### src/rtl/pns_pkg.sv
// Package: shared defaults for the process-tagged operand store.
// Assumes: the entry count is a power of two no smaller than 2.
package pns_pkg;
    localparam int PNS_ENTRIES = 32;
    localparam int PNS_PN_W    = 4;
    localparam int PNS_ADDR_W  = 10;
    localparam int PNS_VAL_W   = 64;
endpackage

### src/rtl/pns_prio_enc.sv
// Module: lowest-index priority encoder.
// Converts a match vector into a flag and the binary index of the lowest
// set bit. Assumes NUM >= 2 and IDX_W = $clog2(NUM).
module pns_prio_enc #(
    parameter int NUM   = 32,
    parameter int IDX_W = $clog2(NUM)
) (
    input  logic [NUM-1:0]   req,
    output logic             any,
    output logic [IDX_W-1:0] idx
);
    // Scan from the top so that the lowest set bit is assigned last.
    always_comb begin
        idx = '0;
        for (int i = NUM - 1; i >= 0; i--) begin
            if (req[i]) idx = IDX_W'(i);
        end
    end

    // Any-match flag.
    assign any = |req;
endmodule

### src/rtl/pns_tag_array.sv
// Module: associative tag field with valid bits and round-robin fill.
// Compares the lookup key with every stored tag in parallel. It also owns
// the fill pointer and the valid bits. Invalidate-all wins over a write.
// Assumes ENTRIES is a power of two and LINE_W = $clog2(ENTRIES).
module pns_tag_array #(
    parameter int ENTRIES = 32,
    parameter int KEY_W   = 14,
    parameter int LINE_W  = $clog2(ENTRIES)
) (
    input  logic              clk,
    input  logic              rst_n,
    input  logic              inv_all,
    input  logic              wr_en,
    input  logic [KEY_W-1:0]  wr_key,
    input  logic              lk_req,
    input  logic [KEY_W-1:0]  lk_key,
    output logic [ENTRIES-1:0] match_vec,
    output logic              wr_fire,
    output logic [LINE_W-1:0] wr_line
);
    logic [KEY_W-1:0]   tag_q [ENTRIES];
    logic [ENTRIES-1:0] valid_q;
    logic [LINE_W-1:0]  ptr_q;

    // A write is performed only when no invalidate is requested.
    assign wr_fire = wr_en && !inv_all;
    assign wr_line = ptr_q;

    for (genvar g = 0; g < ENTRIES; g++) begin : g_line
        // Parallel comparator for one line.
        assign match_vec[g] = lk_req && valid_q[g] && (tag_q[g] == lk_key);

        // Tag storage for one line, loaded when the pointer selects it.
        always_ff @(posedge clk) begin
            if (!rst_n)
                tag_q[g] <= '0;
            else if (wr_fire && (ptr_q == LINE_W'(g)))
                tag_q[g] <= wr_key;
        end
    end

    // Valid bits: cleared by reset or invalidate-all, set by a write.
    always_ff @(posedge clk) begin
        if (!rst_n || inv_all)
            valid_q <= '0;
        else if (wr_en)
            valid_q[ptr_q] <= 1'b1;
    end

    // Round-robin fill pointer, wrapping naturally at a power of two.
    always_ff @(posedge clk) begin
        if (!rst_n || inv_all)
            ptr_q <= '0;
        else if (wr_en)
            ptr_q <= ptr_q + 1'b1;
    end


    inv_clears_chk: assert property (@(posedge clk) disable iff (!rst_n)
        inv_all |=> (valid_q == '0));


    wr_sets_valid_chk: assert property (@(posedge clk) disable iff (!rst_n)
        wr_fire |=> valid_q[$past(ptr_q)]);
endmodule

### src/rtl/pns_value_array.sv
// Module: value field with a registered read port.
// The read address is the registered line index from the match stage.
// A read in the same cycle as a write to that line returns the old word.
// A miss loads zero. Assumes LINE_W = $clog2(ENTRIES).
module pns_value_array #(
    parameter int ENTRIES = 32,
    parameter int VAL_W   = 64,
    parameter int LINE_W  = $clog2(ENTRIES)
) (
    input  logic              clk,
    input  logic              rst_n,
    input  logic              wr_fire,
    input  logic [LINE_W-1:0] wr_line,
    input  logic [VAL_W-1:0]  wr_data,
    input  logic              rd_adv,
    input  logic              rd_hit,
    input  logic [LINE_W-1:0] rd_line,
    output logic [VAL_W-1:0]  rd_data_q
);
    logic [VAL_W-1:0] mem [ENTRIES];

    // Value storage write.
    always_ff @(posedge clk) begin
        if (wr_fire) mem[wr_line] <= wr_data;
    end

    // Registered read of the addressed word; a miss returns zero.
    always_ff @(posedge clk) begin
        if (!rst_n)
            rd_data_q <= '0;
        else if (rd_adv)
            rd_data_q <= rd_hit ? mem[rd_line] : '0;
    end
endmodule

### src/rtl/pns_store.sv
// Module: process-tagged associative operand store (top).
// Stage one registers the hit flag and line index of the key
// {process number, address}. Stage two registers the 64-bit word of that
// line and offers a selected 32-bit half. adv_en stalls both stages.
// Writes and invalidation are independent of adv_en.
module pns_store
    import pns_pkg::*;
#(
    parameter int ENTRIES = PNS_ENTRIES,
    parameter int PN_W    = PNS_PN_W,
    parameter int ADDR_W  = PNS_ADDR_W,
    parameter int VAL_W   = PNS_VAL_W
) (
    input  logic                       clk,
    input  logic                       rst_n,
    input  logic                       adv_en,
    input  logic                       lk_req,
    input  logic [PN_W-1:0]            lk_pn,
    input  logic [ADDR_W-1:0]          lk_addr,
    input  logic                       lk_upper,
    input  logic                       wr_en,
    input  logic [PN_W-1:0]            wr_pn,
    input  logic [ADDR_W-1:0]          wr_addr,
    input  logic [VAL_W-1:0]           wr_value,
    input  logic                       inv_all,
    output logic                       s1_hit,
    output logic [$clog2(ENTRIES)-1:0] s1_line,
    output logic                       s2_hit,
    output logic [VAL_W-1:0]           s2_value,
    output logic [VAL_W/2-1:0]         s2_operand
);
    localparam int KEY_W  = PN_W + ADDR_W;
    localparam int LINE_W = $clog2(ENTRIES);
    localparam int HALF_W = VAL_W / 2;

    logic [ENTRIES-1:0] match_vec;
    logic               wr_fire;
    logic [LINE_W-1:0]  wr_line;
    logic               enc_any;
    logic [LINE_W-1:0]  enc_idx;
    logic               s1_upper_q;
    logic               s2_upper_q;

    pns_tag_array #(.ENTRIES(ENTRIES), .KEY_W(KEY_W), .LINE_W(LINE_W)) u_tags (
        .clk      (clk),
        .rst_n    (rst_n),
        .inv_all  (inv_all),
        .wr_en    (wr_en),
        .wr_key   ({wr_pn, wr_addr}),
        .lk_req   (lk_req),
        .lk_key   ({lk_pn, lk_addr}),
        .match_vec(match_vec),
        .wr_fire  (wr_fire),
        .wr_line  (wr_line)
    );

    pns_prio_enc #(.NUM(ENTRIES), .IDX_W(LINE_W)) u_enc (
        .req(match_vec),
        .any(enc_any),
        .idx(enc_idx)
    );

    // Stage one: register the match outcome and the half select.
    always_ff @(posedge clk) begin
        if (!rst_n) begin
            s1_hit     <= 1'b0;
            s1_line    <= '0;
            s1_upper_q <= 1'b0;
        end else if (adv_en) begin
            s1_hit     <= enc_any;
            s1_line    <= enc_idx;
            s1_upper_q <= lk_upper;
        end
    end

    pns_value_array #(.ENTRIES(ENTRIES), .VAL_W(VAL_W), .LINE_W(LINE_W)) u_vals (
        .clk      (clk),
        .rst_n    (rst_n),
        .wr_fire  (wr_fire),
        .wr_line  (wr_line),
        .wr_data  (wr_value),
        .rd_adv   (adv_en),
        .rd_hit   (s1_hit),
        .rd_line  (s1_line),
        .rd_data_q(s2_value)
    );

    // Stage two: carry the hit flag and half select beside the value.
    always_ff @(posedge clk) begin
        if (!rst_n) begin
            s2_hit     <= 1'b0;
            s2_upper_q <= 1'b0;
        end else if (adv_en) begin
            s2_hit     <= s1_hit;
            s2_upper_q <= s1_upper_q;
        end
    end

    // Operand assembly: choose one half of the value word.
    assign s2_operand = s2_upper_q ? s2_value[VAL_W-1:HALF_W] : s2_value[HALF_W-1:0];


    idle_lookup_miss_chk: assert property (@(posedge clk) disable iff (!rst_n)
        (adv_en && !lk_req) |=> !s1_hit);


    hit_follows_chk: assert property (@(posedge clk) disable iff (!rst_n)
        adv_en |=> (s2_hit == $past(s1_hit)));


    stall_hold_chk: assert property (@(posedge clk) disable iff (!rst_n)
        !adv_en |=> ($stable(s1_hit) && $stable(s1_line) && $stable(s2_hit)
                     && $stable(s2_value) && $stable(s2_operand)));
endmodule

### config.mk
export PLATFORM = sky130hd
export DESIGN_NAME = pns_store
export DESIGN_NICKNAME = d
export VERILOG_FILES = /design/src/rtl/pns_pkg.sv /design/src/rtl/pns_prio_enc.sv /design/src/rtl/pns_tag_array.sv /design/src/rtl/pns_value_array.sv /design/src/rtl/pns_store.sv
export SDC_FILE = /design/constraint.sdc
export NUM_CORES = 2
export LEC_CHECK = 0
export ABC_AREA = 0
export BUFFER_PORTS_ARGS = -buffer_cell sky130_fd_sc_hd__buf_4
export CAP_MARGIN = 20
export CORE_MARGIN = 2
export CORE_UTILIZATION = 35
export DETAILED_ROUTE_END_ITERATION = 10
export PLACE_DENSITY_LB_ADDON = 0.08
export SLEW_MARGIN = 25
export SYNTH_ARGS = -nofsm -noshare
export SYNTH_HDL_FRONTEND = slang
export SYNTH_HIERARCHICAL = 1
export SYNTH_SLANG_ARGS = --single-unit
### constraint.sdc
create_clock -name clk -period 5.4 [get_ports clk]
set_input_delay 0.54 -clock clk [delete_from_list [all_inputs] [get_ports clk]]
set_output_delay 0.54 -clock clk [all_outputs]
set_load 0.02 [all_outputs]
==> qor.txt <==
Status: completed
Mean Syn Cell Area: 18.8 µm²
IO Port Bufs: 201
CTS tree: yes
Async S/R FF share, synth: 0
Actual slew at the worst max-slew pin: 1.08 ns
Min Tclk post-route: 3.47 ns
Routed Antenna Nets: 0
Final net count: 6051
Final hold violation count: 0
Clock Tree Buf Depth: 4
Vias: 53.8k
Min-Delay Path Class: input pin to flop
Dpl hpwl: 173 mm
Area Overhead vs Synth: 15.8%
RR Startpoint: s1_line[4]
Number of vias per cell: 5.30
Max-cap violations: 0
Endpoint, Worst Hold: u_vals/mem[1][18]
Critical R2R Capture: u_vals/rd_data_q[16]
Die X-Extent: 552 µm
CP Buf/Inv Count: 2
CP cell instances: buf_4 -> mux2_2 -> buf_4
Largest net degree at the start of global routing: 119
DRT Wirelength: 316 mm
Clock latency at the later pin of the worst-skew pair: 0.91 ns
HP Start: wr_value[18]
Final core occ: 0.406
Main flop type after synthesis: edfxtp_1
Synth unique cells: 63
Final Max Tran Viols: 0
Leak: 0.0385 µW
Synth warn: 6
Final setup viols: 0
Hold Path Depth: 1
Critical path's largest stage delay: 0.74 ns
Post-Syn Instances: 5592
Num CTS Buffers: 300
R2R Setup Slk: 1.98 ns
Initial antenna violation count: 14
Worst reg-to-reg path cell count: 5
Global route overflow: 0
Gr usage total: 0.206
PD cells: 356 nW/µm²
Crit. End Element: output pin
Core area: 299000 µm²
Most frequent cells in the layout: 2496 x edfxtp_1, 503 x mux4_2, 479 x and2_1
Gpl congestion: 0.763
Die span in y: 552 µm
Setup ws final: 1.93 ns
CP Launch Type: flop
WL per Instance: 31.1 µm
Drt first pass iters: 5
Initial Utilization: 0.351
I/O Pins: 202
#FFs+latches synth: 2606
Filler Cell Count: 26.9k
Setup bufs post-CTS: 0
Commonest non-fill, non-tap cell in the layout: edfxtp_1
Final period util: 0.642
Max-slew headroom: 0.270
CP required: 4.86 ns
DRT iter0 DRCs: 4349
TNS Setup: 0 ns
CTS clk-pin slew, worst paths: 0.05 ns
CTS sink cnt: 2606
DRC: 0
Register area share after synthesis: 0.735
Num rows: 201
Vias in the first global route: 55.6k
H-tree levels: 5
Hold_ws: 0.0707 ns
Family with the most delay on the worst path: flip-flops
Crit path max fanout: 20
Slowest cell on crit path: dfxtp_4
Total die area: 304000 µm²
Layout cell share with drive strength beyond 1: 0.236
CTS root buf: clkbuf_16
CP dominant cell by count: buf_4
Critical path type: flop to output pin
Post-synthesis cell area: 105000 µm²
Syn Nets: 5699
RSZ-0062 raised after global routing: no
First-pass GRT wire length: 443 mm
Dpl ws: 1.49 ns
Post-synth EDFFs: 2496
Setup Skew: 0.0487 ns
Maximum clock frequency: 0.289 GHz
CP Data Arrival Time: 2.93 ns
Worst VDD drop: 0.000248 V
per-layer routing:
layer,up-vias,part of all wire,track usage,wire length [µm]
met4,4,0.021,0.0449,6490
li1,22778,-,-,-
met3,388,0.036,0.0232,11300
met1,29443,0.45,0.291,143000
met2,1144,0.49,0.343,155000
met5,-,0.000085,0,27
sequential cells by signal, summed over array words and instances (netlist names), 5 cells and up:
signal,count
u_tags/wr_line,5
u_vals/mem,2048
u_tags/valid_q,32
u_vals/rd_data_q,64
u_tags/tag_q,448
s1_line,5
where the power goes:
| group | total (µW) | internal [µW] | switching [µW] |
|---|---|---|---|
| sequential | 22400 | 22300 | 73.2 |
| combinational | 1150 | 328 | 819 |
| clock | 19800 | 11700 | 8160 |
logic make-up after synthesis:
kind of cell    synth area share
compound gates            0.0251
simple gates              0.0625
flops                      0.735
xor+xnor                  0.0376
mux                        0.121
buf+inv                   0.0178
fa+ha+maj               0.000953
cell usage after synthesis (22+ instances only):
library cell / instances / area share
edfxtp_1: 2496 / 0.71
mux4_2: 503 / 0.11
and2_1: 479 / 0.029
xnor2_1: 354 / 0.030
nand2_1: 323 / 0.012
clkbuf_1: 177 / 0.0063
dfxtp_1: 110 / 0.021
buf_2: 97 / 0.0046
xor2_1: 97 / 0.0081
nor2_1: 95 / 0.0034
mux2i_1: 93 / 0.0089
nand4_1: 67 / 0.0040
nand3_1: 52 / 0.0025
o22ai_1: 50 / 0.0030
a22o_1: 42 / 0.0035
a21oi_1: 38 / 0.0018
a211oi_1: 35 / 0.0025
o21ai_0: 32 / 0.0015
buf_4: 30 / 0.0021
mux2_4: 30 / 0.0043
a221o_1: 29 / 0.0028
a31oi_1: 28 / 0.0017
nor4_2: 26 / 0.0031
a21o_1: 22 / 0.0016
buf_6: 22 / 0.0024
worst max-delay path by stage:
| stage | startpoint | endpoint | slack (ns) | cells after the start |
|---|---|---|---|---|
| after floorplan | wr_en | u_vals/mem[20][0] | 0.48 | 6 |
| after global routing | s2_upper_q | s2_operand[29] | 1.81 | 3 |
| after CTS | s2_upper_q | s2_operand[29] | 1.79 | 3 |
| final | s2_upper_q | s2_operand[29] | 1.93 | 3 |
| after global placement | lk_pn[3] | s1_line[0] | 1.47 | 11 |
| after detailed placement | lk_pn[3] | s1_line[0] | 1.49 | 10 |
metrics by stage:
stage | total power (µW) | cell area, µm² | std cells
after floorplan | 23300 | 105000 | 5592
after global placement | 23900 | 112000 | 9571
after detailed placement | 23900 | 112000 | 9571
after CTS | 43900 | 122000 | 10139
after global routing | 44700 | 122000 | 10142
final | 43300 | 122000 | 10146
repair_timing:
item,in CTS,in global routing
gates resized for setup,0,0
hold buffers,29,0
hold endpoints to repair,488,0
final cells by class:
type                            count  area, µm²  area share
Sequential cell                  2606      77200       0.635
Multi-Input combinational cell   2617      26300       0.217
Clock buffer                      410       8380      0.0689
Tap cell                         3958       4950      0.0407
Timing Repair Buffer              408       3570      0.0294
Clock inverter                    129       1130     0.00928
Inverter                           11       51.3    0.000422
Antenna cell                        7       17.5    0.000144
Note: power is estimated with default switching activity, not from simulation.
